[src/rtl/pio_res_pkg.sv]
package pio_res_pkg;

  localparam int WORD_W = 32;

  typedef enum logic [2:0] {
    CAT_NONE    = 3'd0,
    CAT_CPL_ERR = 3'd1,
    CAT_UNSUP   = 3'd2,
    CAT_RETRY   = 3'd3,
    CAT_ABORT   = 3'd4,
    CAT_UNKNOWN = 3'd5,
    CAT_TIMEOUT = 3'd6,
    CAT_BUSY    = 3'd7
  } err_cat_e;

  localparam logic [2:0] CODE_OK    = 3'd0;
  localparam logic [2:0] CODE_UNSUP = 3'd1;
  localparam logic [2:0] CODE_RETRY = 3'd2;
  localparam logic [2:0] CODE_ABORT = 3'd4;

  localparam logic [WORD_W-1:0] RETRY_WORD = 32'hFFFF_0001;
  localparam logic [WORD_W-1:0] ALL_ONES   = '1;

  // control-to-datapath strobes
  typedef struct packed {
    logic capture;     // accepted start: latch access description
    logic evalCpl;     // completion arrived: decode it
    logic evalBusy;    // engine busy at start
    logic evalTimeout; // poll budget exhausted
  } strobe_t;

endpackage

[src/rtl/pio_res_ctrl.sv]
module pio_res_ctrl
  import pio_res_pkg::*;
#(
  parameter int POLL_LIMIT = 1500000
) (
  input  logic    clk,
  input  logic    rstN,
  input  logic    startPulse,
  input  logic    engineBusy,
  input  logic    usTick,
  input  logic    cplValid,
  output strobe_t strobes,
  output logic    done
);

  localparam int CNT_W = $clog2(POLL_LIMIT + 1);
  localparam logic [CNT_W-1:0] LAST_TICK = CNT_W'(POLL_LIMIT - 1);

  typedef enum logic {ST_IDLE, ST_POLL} state_e;

  state_e           state, nextState;
  logic [CNT_W-1:0] tickCnt;

  always_comb begin
    strobes   = '0;
    nextState = state;
    unique case (state)
      ST_IDLE: begin
        if (startPulse) begin
          strobes.capture = 1'b1;
          if (engineBusy) strobes.evalBusy = 1'b1;
          else            nextState = ST_POLL;
        end
      end
      ST_POLL: begin
        if (cplValid) begin
          strobes.evalCpl = 1'b1;
          nextState       = ST_IDLE;
        end else if (usTick && (tickCnt == LAST_TICK)) begin
          strobes.evalTimeout = 1'b1;
          nextState           = ST_IDLE;
        end
      end
      default: nextState = ST_IDLE;
    endcase
  end

  always_ff @(posedge clk) begin
    if (!rstN) begin
      state   <= ST_IDLE;
      tickCnt <= '0;
      done    <= 1'b0;
    end else begin
      state <= nextState;
      done  <= strobes.evalCpl | strobes.evalBusy | strobes.evalTimeout;
      if (strobes.capture)
        tickCnt <= '0;
      else if ((state == ST_POLL) && usTick && !cplValid)
        tickCnt <= tickCnt + 1'b1;
    end
  end

endmodule

[src/rtl/pio_res_dpath.sv]
module pio_res_dpath
  import pio_res_pkg::*;
#(
  parameter int OFF_W = 12
) (
  input  logic              clk,
  input  logic              rstN,
  input  strobe_t           strobes,
  input  logic              isRead,
  input  logic [OFF_W-1:0]  byteOffset,
  input  logic [2:0]        accSize,
  input  logic              crsVisEn,
  input  logic [2:0]        cplCode,
  input  logic              cplErrFlag,
  input  logic [WORD_W-1:0] cplData,
  output logic              pass,
  output logic [2:0]        errCat,
  output logic [WORD_W-1:0] rdData
);

  // latched access description
  logic       qRead, qOffZero, qVis;
  logic [1:0] qLane;
  logic [2:0] qSize;

  // effective description: live on the start cycle, latched afterwards
  logic       effRead, effOffZero, effVis;
  logic [1:0] effLane;
  logic [2:0] effSize;
  logic       retryOk;

  logic              okNow;
  err_cat_e          catNow;
  logic [WORD_W-1:0] rawNow, dataNow, shifted;
  logic              evalAny;

  assign effRead    = strobes.capture ? isRead               : qRead;
  assign effOffZero = strobes.capture ? (byteOffset == '0)   : qOffZero;
  assign effVis     = strobes.capture ? crsVisEn             : qVis;
  assign effLane    = strobes.capture ? byteOffset[1:0]      : qLane;
  assign effSize    = strobes.capture ? accSize              : qSize;

  assign retryOk = effRead && effOffZero && (effSize == 3'd4) && effVis;
  assign evalAny = strobes.evalCpl | strobes.evalBusy | strobes.evalTimeout;

  always_comb begin
    okNow  = 1'b0;
    catNow = CAT_NONE;
    rawNow = ALL_ONES;
    if (strobes.evalCpl) begin
      unique case (cplCode)
        CODE_OK: begin
          if (cplErrFlag) catNow = CAT_CPL_ERR;
          else begin
            okNow  = 1'b1;
            rawNow = cplData;
          end
        end
        CODE_UNSUP: begin
          if (effRead) okNow  = 1'b1;
          else         catNow = CAT_UNSUP;
        end
        CODE_RETRY: begin
          if (retryOk) begin
            okNow  = 1'b1;
            rawNow = RETRY_WORD;
          end else catNow = CAT_RETRY;
        end
        CODE_ABORT: catNow = CAT_ABORT;
        default:    catNow = CAT_UNKNOWN;
      endcase
    end else if (retryOk) begin
      okNow  = 1'b1;
      rawNow = RETRY_WORD;
    end else begin
      catNow = strobes.evalBusy ? CAT_BUSY : CAT_TIMEOUT;
    end
  end

  assign shifted = rawNow >> {effLane, 3'b000};

  always_comb begin
    if (!effRead)   dataNow = '0;
    else if (!okNow) dataNow = ALL_ONES;
    else begin
      unique case (effSize)
        3'd1:    dataNow = {{(WORD_W-8){1'b0}},  shifted[7:0]};
        3'd2:    dataNow = {{(WORD_W-16){1'b0}}, shifted[15:0]};
        default: dataNow = rawNow;
      endcase
    end
  end

  always_ff @(posedge clk) begin
    if (!rstN) begin
      qRead    <= 1'b0;
      qOffZero <= 1'b0;
      qVis     <= 1'b0;
      qLane    <= '0;
      qSize    <= '0;
      pass     <= 1'b0;
      errCat   <= CAT_NONE;
      rdData   <= '0;
    end else begin
      if (strobes.capture) begin
        qRead    <= isRead;
        qOffZero <= (byteOffset == '0);
        qVis     <= crsVisEn;
        qLane    <= byteOffset[1:0];
        qSize    <= accSize;
      end
      if (evalAny) begin
        pass   <= okNow;
        errCat <= catNow;
        rdData <= dataNow;
      end else if (strobes.capture) begin
        pass   <= 1'b0;
        errCat <= CAT_NONE;
        rdData <= '0;
      end
    end
  end

endmodule

[src/rtl/pio_cpl_resolver.sv]
module pio_cpl_resolver
  import pio_res_pkg::*;
#(
  parameter int POLL_LIMIT = 1500000,
  parameter int OFF_W      = 12
) (
  input  logic              clk,
  input  logic              rstN,
  input  logic              startPulse,
  input  logic              isRead,
  input  logic [OFF_W-1:0]  byteOffset,
  input  logic [2:0]        accSize,
  input  logic              crsVisEn,
  input  logic              engineBusy,
  input  logic              usTick,
  input  logic              cplValid,
  input  logic [2:0]        cplCode,
  input  logic              cplErrFlag,
  input  logic [31:0]       cplData,
  output logic              done,
  output logic              pass,
  output logic [2:0]        errCat,
  output logic [31:0]       rdData
);

  strobe_t strobes;

  pio_res_ctrl #(.POLL_LIMIT(POLL_LIMIT)) ctrl_i (
    .clk        (clk),
    .rstN       (rstN),
    .startPulse (startPulse),
    .engineBusy (engineBusy),
    .usTick     (usTick),
    .cplValid   (cplValid),
    .strobes    (strobes),
    .done       (done)
  );

  pio_res_dpath #(.OFF_W(OFF_W)) dpath_i (
    .clk        (clk),
    .rstN       (rstN),
    .strobes    (strobes),
    .isRead     (isRead),
    .byteOffset (byteOffset),
    .accSize    (accSize),
    .crsVisEn   (crsVisEn),
    .cplCode    (cplCode),
    .cplErrFlag (cplErrFlag),
    .cplData    (cplData),
    .pass       (pass),
    .errCat     (errCat),
    .rdData     (rdData)
  );

endmodule

[config.mk]
export PLATFORM = sky130hd
export DESIGN_NAME = pio_cpl_resolver
export DESIGN_NICKNAME = d
export VERILOG_FILES = /design/src/rtl/pio_res_pkg.sv /design/src/rtl/pio_res_ctrl.sv /design/src/rtl/pio_res_dpath.sv /design/src/rtl/pio_cpl_resolver.sv
export SDC_FILE = /design/constraint.sdc
export NUM_CORES = 1
export LEC_CHECK = 0
export ABC_AREA = 1
export BUFFER_PORTS_ARGS = -buffer_cell sky130_fd_sc_hd__buf_2
export CORE_UTILIZATION = 29
export CTS_CLUSTER_DIAMETER = 120
export DETAILED_ROUTE_END_ITERATION = 16
export MAX_ROUTING_LAYER = met4
export PLACE_DENSITY = 0.5
export SLEW_MARGIN = 5
export SYNTH_ARGS = -nofsm -noshare
export SYNTH_HDL_FRONTEND = slang
export SYNTH_SLANG_ARGS = --single-unit
[constraint.sdc]
create_clock -name clk -period 2 [get_ports clk]
set_clock_uncertainty 0.05 [all_clocks]
set_input_delay 0.5 -clock clk [delete_from_list [all_inputs] [get_ports clk]]
set_output_delay 0.5 -clock clk [all_outputs]
set_load 0.005 [all_outputs]
# Word-level counts from Yosys, hierarchy flattened
# Index checks and enable logic that the tools add are counted.
[classes]
n_bitwise = 4
n_mux = 45
n_reduce_logical = 11
shifts = 1
n_eq_ne = 7
addsub = 1
[op_table]
columns = ["cell", "n"]
rows = [
  ["$mux 32", 6],
  ["$pmux 32 s2", 2],
  ["$shr 32x5->16", 1],
  ["$mux 1", 25],
  ["$add 21x1->21 const B", 1],
  ["$eq 21x21->1 const B", 1],
  ["$mux 16", 1],
  ["$mux 3", 5],
  ["$logic_not 12->1", 1],
  ["$pmux 3 s4", 1],
  ["$eq 3x1->1 const B", 2],
  ["$eq 3x2->1 const B", 2],
  ["$eq 3x3->1 const B", 2],
  ["$logic_and 1x1->1", 6],
  ["$mux 2", 3],
  ["$logic_not 3->1", 1],
  ["$pmux 1 s3", 1],
  ["$not 1->1", 2],
  ["$or 1x1->1", 2],
  ["$pmux 1 s2", 1],
  ["$reduce_bool 2->1", 1],
  ["$reduce_or 2->1", 1],
  ["$logic_not 1->1", 1],
]
[totals]
input_bits = 59
out_inout_bits = 37
reg_bits = 67
wordCells = 80

# Longest topological paths before layout
# Gate-level depths: netlist of run 1.
[logic_depth]
ltp_word = 14
depth_mapped = 18
ltp_nobuf = 16

# Cells and area by module
# From an unflattened synthesis of run 1, not the netlist that was laid out.
[hier_totals]
hier_cells = 720
hier_area_um2 = 4285.4
[modules_own_cells]
columns = ["mod", "cells_each", "seq_area_each_um2", "instances", "area_each_um2"]
rows = [
  ["pio_res_dpath", 518, 880.8, 1, 3031.7],
  ["pio_res_ctrl", 202, 460.4, 1, 1253.7],
]

# Worst setup path before layout of run 1
# No wires, ideal clock.
[synth_timing]
path_type = "input-to-reg"
start = "in startPulse"
end = "reg dpath_i.rdData[15]"
n_path_buf = 2
slack_ns = 0.096
setup_ns = 0.131
t_required_ns = 1.819
arrival_ns = 1.723
cell_stages = 16
cell_sequence = "nand2_4 > buf_8 > nand2_1 > o21ai_2 > nand2_2 > nor2_4 > nand3_2 > buf_6 > nand2_2 > nand2_1 > nand2_1 > nand2_1 > clkinv_1 > nand2_1 > nand2_1 > a21oi_2"
[synth_via]
elab_chain_cells = 14
elab_cells_between_ends = 30
classes_between = "eq/ne (3); shift (1); mux (20); bitwise (2); reduce/logical (4)"
[synth_lines]
columns = ["item", "line_no", "rtl"]
rows = [
  ["start, declared", "pio_cpl_resolver.sv:9", "input logic startPulse,"],
  ["$mux 1", "pio_res_ctrl.sv:29", "if (startPulse) begin"],
  ["$mux 1", "pio_res_ctrl.sv:27", "unique case (state)"],
  ["$mux 3 / $mux 1 (equally long branches)", "-", ""],
  ["$eq 3x3->1 / $logic_and 1x1->1 (equally long branches)", "pio_res_dpath.sv:43", "assign retryOk = effRead && effOffZero && (effSize == 3'd4) && effVis;"],
  ["$logic_and 1x1->1 (2 in a row)", "pio_res_dpath.sv:43", ""],
  ["$mux 16", "pio_res_dpath.sv:64, pio_res_dpath.sv:72", ""],
  ["$pmux 32 s2", "pio_res_dpath.sv:51", "unique case (cplCode)"],
  ["$mux 32", "pio_res_dpath.sv:50", "if (strobes.evalCpl) begin"],
  ["$shr 32x5->16", "pio_res_dpath.sv:80", "assign shifted = rawNow >> {effLane, 3'b000};"],
  ["$pmux 32 s2", "pio_res_dpath.sv:86", "unique case (effSize)"],
  ["$mux 32", "pio_res_dpath.sv:84", "else if (!okNow) dataNow = ALL_ONES;"],
  ["$mux 32", "pio_res_dpath.sv:83", "if (!effRead) dataNow = '0;"],
  ["$mux 32", "pio_res_dpath.sv:112", "if (evalAny) begin"],
  ["end signal, assigned", "pio_res_dpath.sv:115", "rdData <= dataNow;"],
  ["end, declared", "pio_res_dpath.sv:18", "output logic [WORD_W-1:0] rdData"],
]
# Parallel ways exist; a longest one is shown, timed or not.
# A chain may end at the register's enable or synchronous reset.

# Final worst setup path of run 1
[layout_timing]
start = "reg ctrl_i.state"
end = "reg dpath_i.rdData[29]"
[layout_via]
elab_chain_cells = 11
elab_cells_between_ends = 26
classes_between = "eq/ne (3); mux (17); bitwise (2); reduce/logical (4)"
[layout_lines]
columns = ["item", "line_no", "rtl"]
rows = [
  ["start, declared", "pio_res_ctrl.sv:21", "state_e state, nextState;"],
  ["start signal, assigned", "pio_res_ctrl.sv:54", "state <= nextState;"],
  ["$mux 1", "pio_res_ctrl.sv:27", ""],
  ["$mux 3 / $mux 1 (equally long branches)", "-", ""],
  ["$eq 3x3->1 / $logic_and 1x1->1 (equally long branches)", "pio_res_dpath.sv:43", ""],
  ["$logic_and 1x1->1 (2 in a row)", "pio_res_dpath.sv:43", ""],
  ["$mux 1", "pio_res_dpath.sv:64, pio_res_dpath.sv:72", ""],
  ["$pmux 1 s3", "pio_res_dpath.sv:51", ""],
  ["$mux 1", "pio_res_dpath.sv:50", ""],
  ["$mux 32", "pio_res_dpath.sv:84", ""],
  ["$mux 32", "pio_res_dpath.sv:83", ""],
  ["$mux 32", "pio_res_dpath.sv:112", ""],
]
# Parallel ways exist; a longest one is shown, timed or not.

==> results.rst, run 1 <==
.. list-table::
   :header-rows: 1

   * - Metric
     - Value
   * - First-pass iteration count of the detailed router
     - 5
   * - Fraction of layout cells with a size suffix above 1
     - 38.64%
   * - ANT nets after route
     - 0
   * - Cell at the slowest stage of the critical path
     - sky130_fd_sc_hd__dfxtp_2
   * - I/O pins
     - 96
   * - Leakage
     - 0.002781 uW
   * - Antenna violations before repair
     - 0
   * - Routed wire per std cell
     - 14.36 um
   * - TritonCTS clock tree
     - yes
   * - Overall routing resource usage
     - 20.35%
   * - Cts-stage hold buffer count
     - 0
   * - Core Util, Final
     - 46.10%
   * - Peak clock frequency supported by timing
     - 511.2 MHz
   * - Status
     - completed
   * - Share of synthesized area occupied by flip-flops and latches
     - 32.98%
   * - First-iteration detailed-routing DRC count
     - 264
   * - Total Neg Setup Slack
     - 0 ns
   * - Total met2 wirelength after detailed routing
     - 6169 um
   * - Die Outline Area
     - 14500 sq um
   * - Category of cells accounting for the largest share of critical-path delay
     - simple AND/OR/NAND/NOR gates
   * - Post-Syn Area per Cell
     - 6.171 sq um
   * - Clock transition at the registers of the reported paths
     - 0.06 ns
   * - Critical path capture point type
     - flip-flop
   * - Power Density
     - 608.9 nW/um^2
   * - Post-route clock period utilization
     - 97.81%
   * - Layout overhead on the synthesized area
     - 52.52%
   * - Area share of the largest cell type after synthesis
     - 32.98%
   * - Post-DP HPWL
     - 9750 um
   * - Overflow after GRT
     - 0
   * - Global placer's final weighted congestion
     - 0.8640
   * - Wire length of the first global-routing pass
     - 22260 um
   * - Max-slew headroom at the worst pin
     - 65.72%
   * - Number of buffers created by CTS
     - 9
   * - Number of global-route vias before repair
     - 4415
   * - Largest family of logic cells by synthesized area
     - simple AND/OR/NAND/NOR gates
   * - Vias per std cell
     - 4.759
   * - Number of max-cap violations
     - 0
   * - CP Launch Type
     - flip-flop
   * - Cell row count
     - 42
   * - Clk sink count
     - 67
   * - Met3 wire len
     - 850 um
   * - Via count
     - 4840
   * - Level count of the clock H-tree
     - 3
   * - Number of fill cells in the layout
     - 1433
   * - Largest cells by area after synthesis
     - sky130_fd_sc_hd__dfxtp_1, sky130_fd_sc_hd__nand2_1, sky130_fd_sc_hd__a21oi_1
   * - Cell count after synthesis
     - 659
   * - Max Root-Sink Buffers
     - 2
   * - Worst Max-Slew Pin Slew
     - 0.5141 ns
   * - Synthesized flop and latch total
     - 67
   * - Number of I/O port buffers
     - 95
   * - Required time of the critical path
     - 2.16 ns
   * - Number of nets in the layout
     - 897
   * - Most numerous cell in the Yosys netlist
     - sky130_fd_sc_hd__nand2_1
   * - Initial cell density of the core
     - 30.23%
   * - Buffering stage count on the worst path with inverters included
     - 3
   * - Post-synth EDFFs
     - 0
   * - Routed WL
     - 14600 um
   * - Met1 wire length
     - 7412 um
   * - Yosys Warn Count
     - 0
   * - Worst endpoint data arrival time
     - 2.12 ns
   * - Synth Area in Compound Gates
     - 15.32%
   * - Top routing layer in use
     - met4
   * - Number of nets produced by synthesis
     - 719
   * - # diodes
     - 0
   * - Drt drc
     - 0
   * - CP peak stage delay
     - 0.36 ns
   * - Post-synth design cell area
     - 4066 sq um
   * - Slew Viols, Final
     - 0
   * - Pin count of the biggest net entering global routing
     - 39
   * - Endpoints failing setup
     - 0
   * - Simple-gate share of the synthesized area
     - 40.18%
   * - Crit path cell chain
     - inv_4, nand2_4, nand2_2, nand2_2, nand3_2, nor2_4, nand3_4, buf_4, nand2_8, buf_8, o21ai_0, nand2_4, a21oi_2
   * - Path type of the worst setup path
     - reg2reg
   * - Final worst path period need
     - 1.956 ns
   * - Post-Synth Adder-Cell Area
     - 0.3077%
   * - Die H
     - 120.4 um
   * - Die width
     - 120.4 um
   * - Most frequently used flop master after synthesis
     - sky130_fd_sc_hd__dfxtp_1
   * - Count of endpoints failing hold in the final timing report
     - 0
   * - Post-synthesis share of cell area spent on xor and xnor gates
     - 2.154%
   * - Cell types with the highest counts after synthesis
     - sky130_fd_sc_hd__nand2_1, sky130_fd_sc_hd__dfxtp_1, sky130_fd_sc_hd__nor2_1, sky130_fd_sc_hd__a21oi_1, sky130_fd_sc_hd__o21ai_0
   * - Core area
     - 13450 sq um
   * - Clock Root Buffer
     - sky130_fd_sc_hd__clkbuf_16
   * - Worst hold path class
     - in2reg
   * - Insertion delay of the later-clocked pin in the worst-skew pair
     - 0.35 ns
   * - IR Drop Worst-Case VDD
     - 313.5 uV
   * - Setup repair after global routing missed its margin
     - true
   * - Cell accounting for the most synthesized area
     - sky130_fd_sc_hd__dfxtp_1
   * - Worst-path maximum fanout
     - 15
   * - Multiplexer area fraction after synthesis
     - 0%
   * - Number of distinct library cell variants in the gate-level netlist after synthesis
     - 37
   * - FFs w/ async S/R, synth
     - 0%
-- cell families after synthesis --
kind of cell,count (synthesis)
compound gates,117
xor+xnor,10
fa+ha+maj,1
buf+inv,81
flops,67
simple gates,383
-- path summary, 6_finish.rpt --
path                 startpoint            endpoint  slack, ns  depth (start not counted)
min                    cplValid        ctrl_i.state       0.40                          4
min reg2reg  dpath_i.rdData[17]  dpath_i.rdData[17]       0.41                          2
max                ctrl_i.state  dpath_i.rdData[29]       0.04                         13
max reg2reg        ctrl_i.state  dpath_i.rdData[29]       0.04                         13
-- placed cells by master, fill, tap and decap left out, types with 18 or more instances in the layout --
cell type	instances
sky130_fd_sc_hd__nand2_1	200
sky130_fd_sc_hd__buf_2	95
sky130_fd_sc_hd__buf_4	80
sky130_fd_sc_hd__dfxtp_1	64
sky130_fd_sc_hd__nor2_1	63
sky130_fd_sc_hd__o21ai_0	46
sky130_fd_sc_hd__nand2_2	45
sky130_fd_sc_hd__a21oi_1	42
sky130_fd_sc_hd__inv_1	36
sky130_fd_sc_hd__nand3_1	29
sky130_fd_sc_hd__a21oi_2	18
-- worst register-to-register path, delay by kind of cell, from the launching register on --
kind	cells	cell delay, ns
AND/OR/NAND/NOR	8	0.85
buffers and inverters	3	0.38
flip-flops	1	0.36
AO/OA/AOI/OAI	2	0.20
-- sequential cells by signal (all words and copies together), names as in the netlist, 2 cells and up --
name and count:
dpath_i.rdData 32, ctrl_i.tickCnt 21, dpath_i.errCat 3, dpath_i.qSize 3, dpath_i.qLane 2
-- layer usage --
metal / vias up / GRT usage, %
met4: 0 / 6.019
met2: 149 / 30.57
li1: 2456 / -
met5: - / -
met1: 2224 / 27.78
met3: 11 / 3.679
-- metrics by stage --
| stage | area [sq um] | instances | hold WS, ns | total power (uW) | setup slack, ns |
|---|---|---|---|---|---|
| finish | 6202 | 1017 | 0.3971 | 3777 | 0.04375 |
| global route | 6202 | 1017 | 0.4110 | 3934 | -0.1070 |
| CTS | 5839 | 1010 | 0.3986 | 3725 | -0.009414 |
| detailed placement | 5248 | 978 | 0.4030 | 2091 | -0.2321 |
| global placement | 5248 | 978 | 0.4013 | 2088 | -0.1949 |
| floorplan | 4066 | 659 | 0.3964 | 1781 | 0.09591 |
-- power breakdown --
part / leakage (uW) / total (uW) / switching [uW] / internal [uW]
Combinational: 0.00209 / 822 / 457 / 365
Sequential: 0.000545 / 1400 / 22.3 / 1380
Clock: 0.000141 / 1550 / 607 / 947
Total: 0.00278 / 3780 / 1090 / 2690
-- layout make-up --
cell class	instances	area, sq um	area share, %
Clock inverter	6	57.56	0.9280
Multi-Input combinational cell	512	2693	43.41
Inverter	52	205.2	3.308
Timing Repair Buffer	195	1456	23.48
Tap cell	176	220.2	3.551
Sequential cell	67	1345	21.69
Clock buffer	9	225.2	3.631
-- what timing repair did --
action | in CTS | in global routing
endpoints found under the hold margin | 0 | 0
pin swaps | 10 | 23
endpoints found under the setup margin | 34 | 45
gates resized for setup | 25 | 79
cloned | 5 | 5
setup buffers | 14 | 6
Note: power is estimated with default switching activity, not from simulation.
==> inputs of run 2 (changes only) <==
ABC_AREA = unset   (was 1)
PLACE_DENSITY = 0.49   (was 0.5)
clock period = 1.9 ns   (was 2 ns; I/O delays follow)
==> results.rst, run 2 <==
.. list-table::
   :header-rows: 1

   * - Metric
     - Value
   * - Cell accounting for the most synthesized area
     - sky130_fd_sc_hd__dfxtp_1
   * - Status
     - complete, but fails checks
   * - Worst hold path class
     - in2reg
   * - Most frequently used flop master after synthesis
     - sky130_fd_sc_hd__dfxtp_1
   * - Layout overhead on the synthesized area
     - 54.33%
   * - Register bank with the most flops
     - dpath_i.rdData
   * - Post-Syn Area per Cell
     - 7.517 sq um (+22%)
   * - Worst Max-Slew Pin Slew
     - 0.5033 ns (-0.01088 ns)
   * - Post-synth design cell area
     - 3984 sq um (-2.0%)
   * - Via count
     - 4612 (-4.7%)
   * - Number of buffers created by CTS
     - 9 (unchanged)
   * - Initial cell density of the core
     - 29.96% (-0.26 points)
   * - Clock Root Buffer
     - sky130_fd_sc_hd__clkbuf_16
   * - Area share of the largest cell type after synthesis
     - 33.67% (+0.68 points)
   * - Peak clock frequency supported by timing
     - 514.1 MHz (+0.57%)
   * - Max Root-Sink Buffers
     - 2 (unchanged)
   * - Fraction of layout cells with a size suffix above 1
     - 40.92% (+2.3 points)
   * - Routed WL
     - 14710 um (+0.73%)
   * - Internal power
     - 2731 uW (+1.5%)
   * - Wire length of the first global-routing pass
     - 22780 um (+2.4%)
   * - Number of distinct library cell variants in the gate-level netlist after synthesis
     - 64 (+73%)
   * - Critical path capture point type
     - flip-flop
   * - GR met1 Demand/Resource
     - 28.00% (+0.23 points)
   * - Power share of the clock group
     - 39.9% (-1.3 points)
   * - Post-DP HPWL
     - 11100 um (+14%)
   * - Power Total
     - 3809 uW (+0.86%)
   * - Die H
     - 119.2 um (-1.0%)
   * - Required time of the critical path
     - 2.09 ns (-0.07 ns)
   * - Endpoints failing setup
     - 11 (+11)
   * - Share of synthesized area occupied by flip-flops and latches
     - 33.67% (+0.68 points)
   * - Antenna violations before repair
     - 0 (unchanged)
   * - Largest register FFs
     - 32 (unchanged)
   * - Die width
     - 119.2 um (-1.0%)
   * - TritonCTS clock tree
     - yes
   * - Post-synthesis share of cell area spent on xor and xnor gates
     - 4.617% (+2.5 points)
   * - Number of global-route vias before repair
     - 4367 (-1.1%)
   * - Simple-gate share of the synthesized area
     - 28.33% (-12 points)
   * - CP Launch Type
     - flip-flop
   * - Overall routing resource usage
     - 21.46% (+1.1 points)
   * - Path type of the worst setup path
     - reg2reg
   * - Power Density
     - 619.5 nW/um^2 (+1.7%)
   * - Pin count of the biggest net entering global routing
     - 22 (-44%)
   * - FFs w/ async S/R, synth
     - 0% (unchanged)
   * - Violations in the final reports
     - negative setup slack
   * - Cell at the slowest stage of the critical path
     - sky130_fd_sc_hd__or4_4
   * - Yosys Warn Count
     - 0 (unchanged)
   * - Largest cells by area after synthesis
     - sky130_fd_sc_hd__dfxtp_1, sky130_fd_sc_hd__nor2_1, sky130_fd_sc_hd__nand2_1
   * - I/O pins
     - 96 (unchanged)
   * - IR Drop Worst-Case VDD
     - 370.2 uV (+18%)
   * - Slew Viols, Final
     - 0 (unchanged)
   * - Cell count after synthesis
     - 530 (-20%)
   * - Number of I/O port buffers
     - 95 (unchanged)
   * - Core Util, Final
     - 46.25% (+0.14 points)
   * - Max-slew headroom at the worst pin
     - 66.45% (+0.73 points)
   * - Synth Area in Compound Gates
     - 26.13% (+11 points)
   * - Most numerous cell in the Yosys netlist
     - sky130_fd_sc_hd__nor2_1
   * - Leakage
     - 0.002544 uW (-8.5%)
   * - Routing usage on met3
     - 3.017% (-0.66 points)
   * - Number of max-cap violations
     - 0 (unchanged)
   * - Core area
     - 13300 sq um (-1.2%)
   * - Final hold slack
     - 0.3701 ns (-0.02706 ns)
   * - Routed wire per std cell
     - 16.49 um (+15%)
   * - Cts-stage hold buffer count
     - 0 (unchanged)
   * - Global route hottest layer
     - met2
   * - Clk sink count
     - 67 (unchanged)
   * - Post-Synth Adder-Cell Area
     - 0.3141% (+0.0064 points)
   * - Largest family of logic cells by synthesized area
     - simple AND/OR/NAND/NOR gates
   * - Crit path cell chain
     - ha_4, inv_1, or4_4, or4_1, xor2_1, nor2_2
   * - Vias per std cell
     - 5.170 (+8.6%)
   * - Most frequent cells in the layout
     - sky130_fd_sc_hd__buf_2, sky130_fd_sc_hd__buf_4, sky130_fd_sc_hd__nor2_1
   * - Post-route clock period utilization
     - 102.4% (+4.6 points)
   * - Switching share of total power
     - 28.30% (-0.48 points)
   * - Insertion delay of the later-clocked pin in the worst-skew pair
     - 0.34 ns (about the same)
   * - Share of power burned in combinational logic
     - 21.2% (-0.6 points)
   * - Count of endpoints failing hold in the final timing report
     - 0 (unchanged)
   * - Number of nets produced by synthesis
     - 590 (-18%)
   * - ANT nets after route
     - 0 (unchanged)
   * - Post-synth EDFFs
     - 0 (unchanged)
   * - Drt drc
     - 0 (unchanged)
   * - Final worst path period need
     - 1.945 ns (-0.01118 ns)
   * - Met2 track utilization from global routing
     - 33.32% (+2.8 points)
   * - Die Outline Area
     - 14210 sq um (-2.0%)
   * - Sequential fraction of design power
     - 38.9% (+1.8 points)
   * - Number of nets in the layout
     - 774 (-14%)
   * - Cell row count
     - 42 (unchanged)
   * - First-pass iteration count of the detailed router
     - 5 (unchanged)
   * - Final Worst Setup Slack
     - -0.04507 ns (-0.08882 ns)
   * - Clock transition at the registers of the reported paths
     - 0.05 ns (about the same)
   * - Switching power
     - 1078 uW (-0.83%)
   * - Synthesized flop and latch total
     - 67 (unchanged)
   * - Worst-path maximum fanout
     - 4 (-11)
   * - Regs by FF count
     - dpath_i.rdData: 32 flops, ctrl_i.tickCnt: 21 flops
   * - First-iteration detailed-routing DRC count
     - 355 (+34%)
   * - Cell types with the highest counts after synthesis
     - sky130_fd_sc_hd__nor2_1, sky130_fd_sc_hd__dfxtp_1, sky130_fd_sc_hd__nand2_1, sky130_fd_sc_hd__a21oi_1, sky130_fd_sc_hd__o21ai_1
   * - Worst endpoint data arrival time
     - 2.14 ns (+0.02 ns)
   * - # diodes
     - 0 (unchanged)
   * - Setup repair after global routing missed its margin
     - true
   * - Level count of the clock H-tree
     - 3 (unchanged)
   * - Number of fill cells in the layout
     - 1346 (-6.1%)
   * - Global placer's final weighted congestion
     - 0.8956 (+3.7%)
   * - CP peak stage delay
     - 0.54 ns (+0.18 ns)
   * - Multiplexer area fraction after synthesis
     - 2.198% (+2.2 points)
   * - Overflow after GRT
     - 0 (unchanged)
-- run 2: repair_timing --
| item | in CTS | in global routing |
|---|---|---|
| setup buffers | 6 | 7 |
| endpoints found under the setup margin | 44 | 44 |
| resized for setup | 42 | 40 |
| gates cloned | 1 | 0 |
| pin swaps | 14 | 17 |
-- run 2: worst paths after layout --
check | startpoint | endpoint | slack [ns] | depth (start not counted)
max | ctrl_i.tickCnt[1] | ctrl_i.tickCnt[20] | -0.05 | 6
min | crsVisEn | dpath_i.qVis | 0.37 | 3
max reg2reg | ctrl_i.tickCnt[1] | ctrl_i.tickCnt[20] | -0.05 | 6
min reg2reg | dpath_i.rdData[17] | dpath_i.rdData[17] | 0.40 | 2
-- run 2: power by group through the flow --
stage	Combinational, uW	Clock, uW	Sequential [uW]
6_report	807	1520	1480
5_1_grt	871	1590	1490
4_1_cts	765	1540	1480
3_5_place_dp	709	0	1510
3_3_place_gp	706	0	1510
2_1_floorplan	349	0	1510
-- run 2: kinds of logic after synthesis --
family          after synthesis
compound gates              159
fa+ha+maj                     1
buf+inv                      41
simple gates                233
mux                           8
xor+xnor                     21
flops                        67
-- run 2: layout make-up --
cell class                      count  area, sq um  area share (%)
Tap cell                          176        220.2           3.582
Clock buffer                       13        250.2           4.070
Timing Repair Buffer              209         1496           24.34
Multi-Input combinational cell    422         2816           45.81
Sequential cell                    67         1346           21.90
Inverter                            5        18.77          0.3053
-- run 2: metal layers --
layer  up-vias  share of wire (%)
li1       2264                  -
met4         0                1.7
met5         -                  0
met1      2176                 46
met2       155                 46
met3        17                5.8
-- run 2: through the flow --
| step | TNS (ns) | area [sq um] | instances | setup slack, ns |
|---|---|---|---|---|
| floorplan | -0.1801 | 4070 | 530 | -0.1584 |
| global placement | -11.36 | 5418 | 865 | -0.3602 |
| detailed placement | -12.74 | 5418 | 865 | -0.4210 |
| CTS | -0.4926 | 5929 | 885 | -0.06092 |
| global route | -3.236 | 6148 | 892 | -0.1435 |
| finish | -0.2092 | 6148 | 892 | -0.04507 |
-- run 2: critical path: cells and delay by family (launching register included) --
| family | cells | cell delay, ns |
|---|---|---|
| simple gates | 3 | 1.01 |
| flops | 1 | 0.37 |
| fa+ha+maj | 1 | 0.18 |
| xor+xnor | 1 | 0.18 |
| buf+inv | 1 | 0.06 |
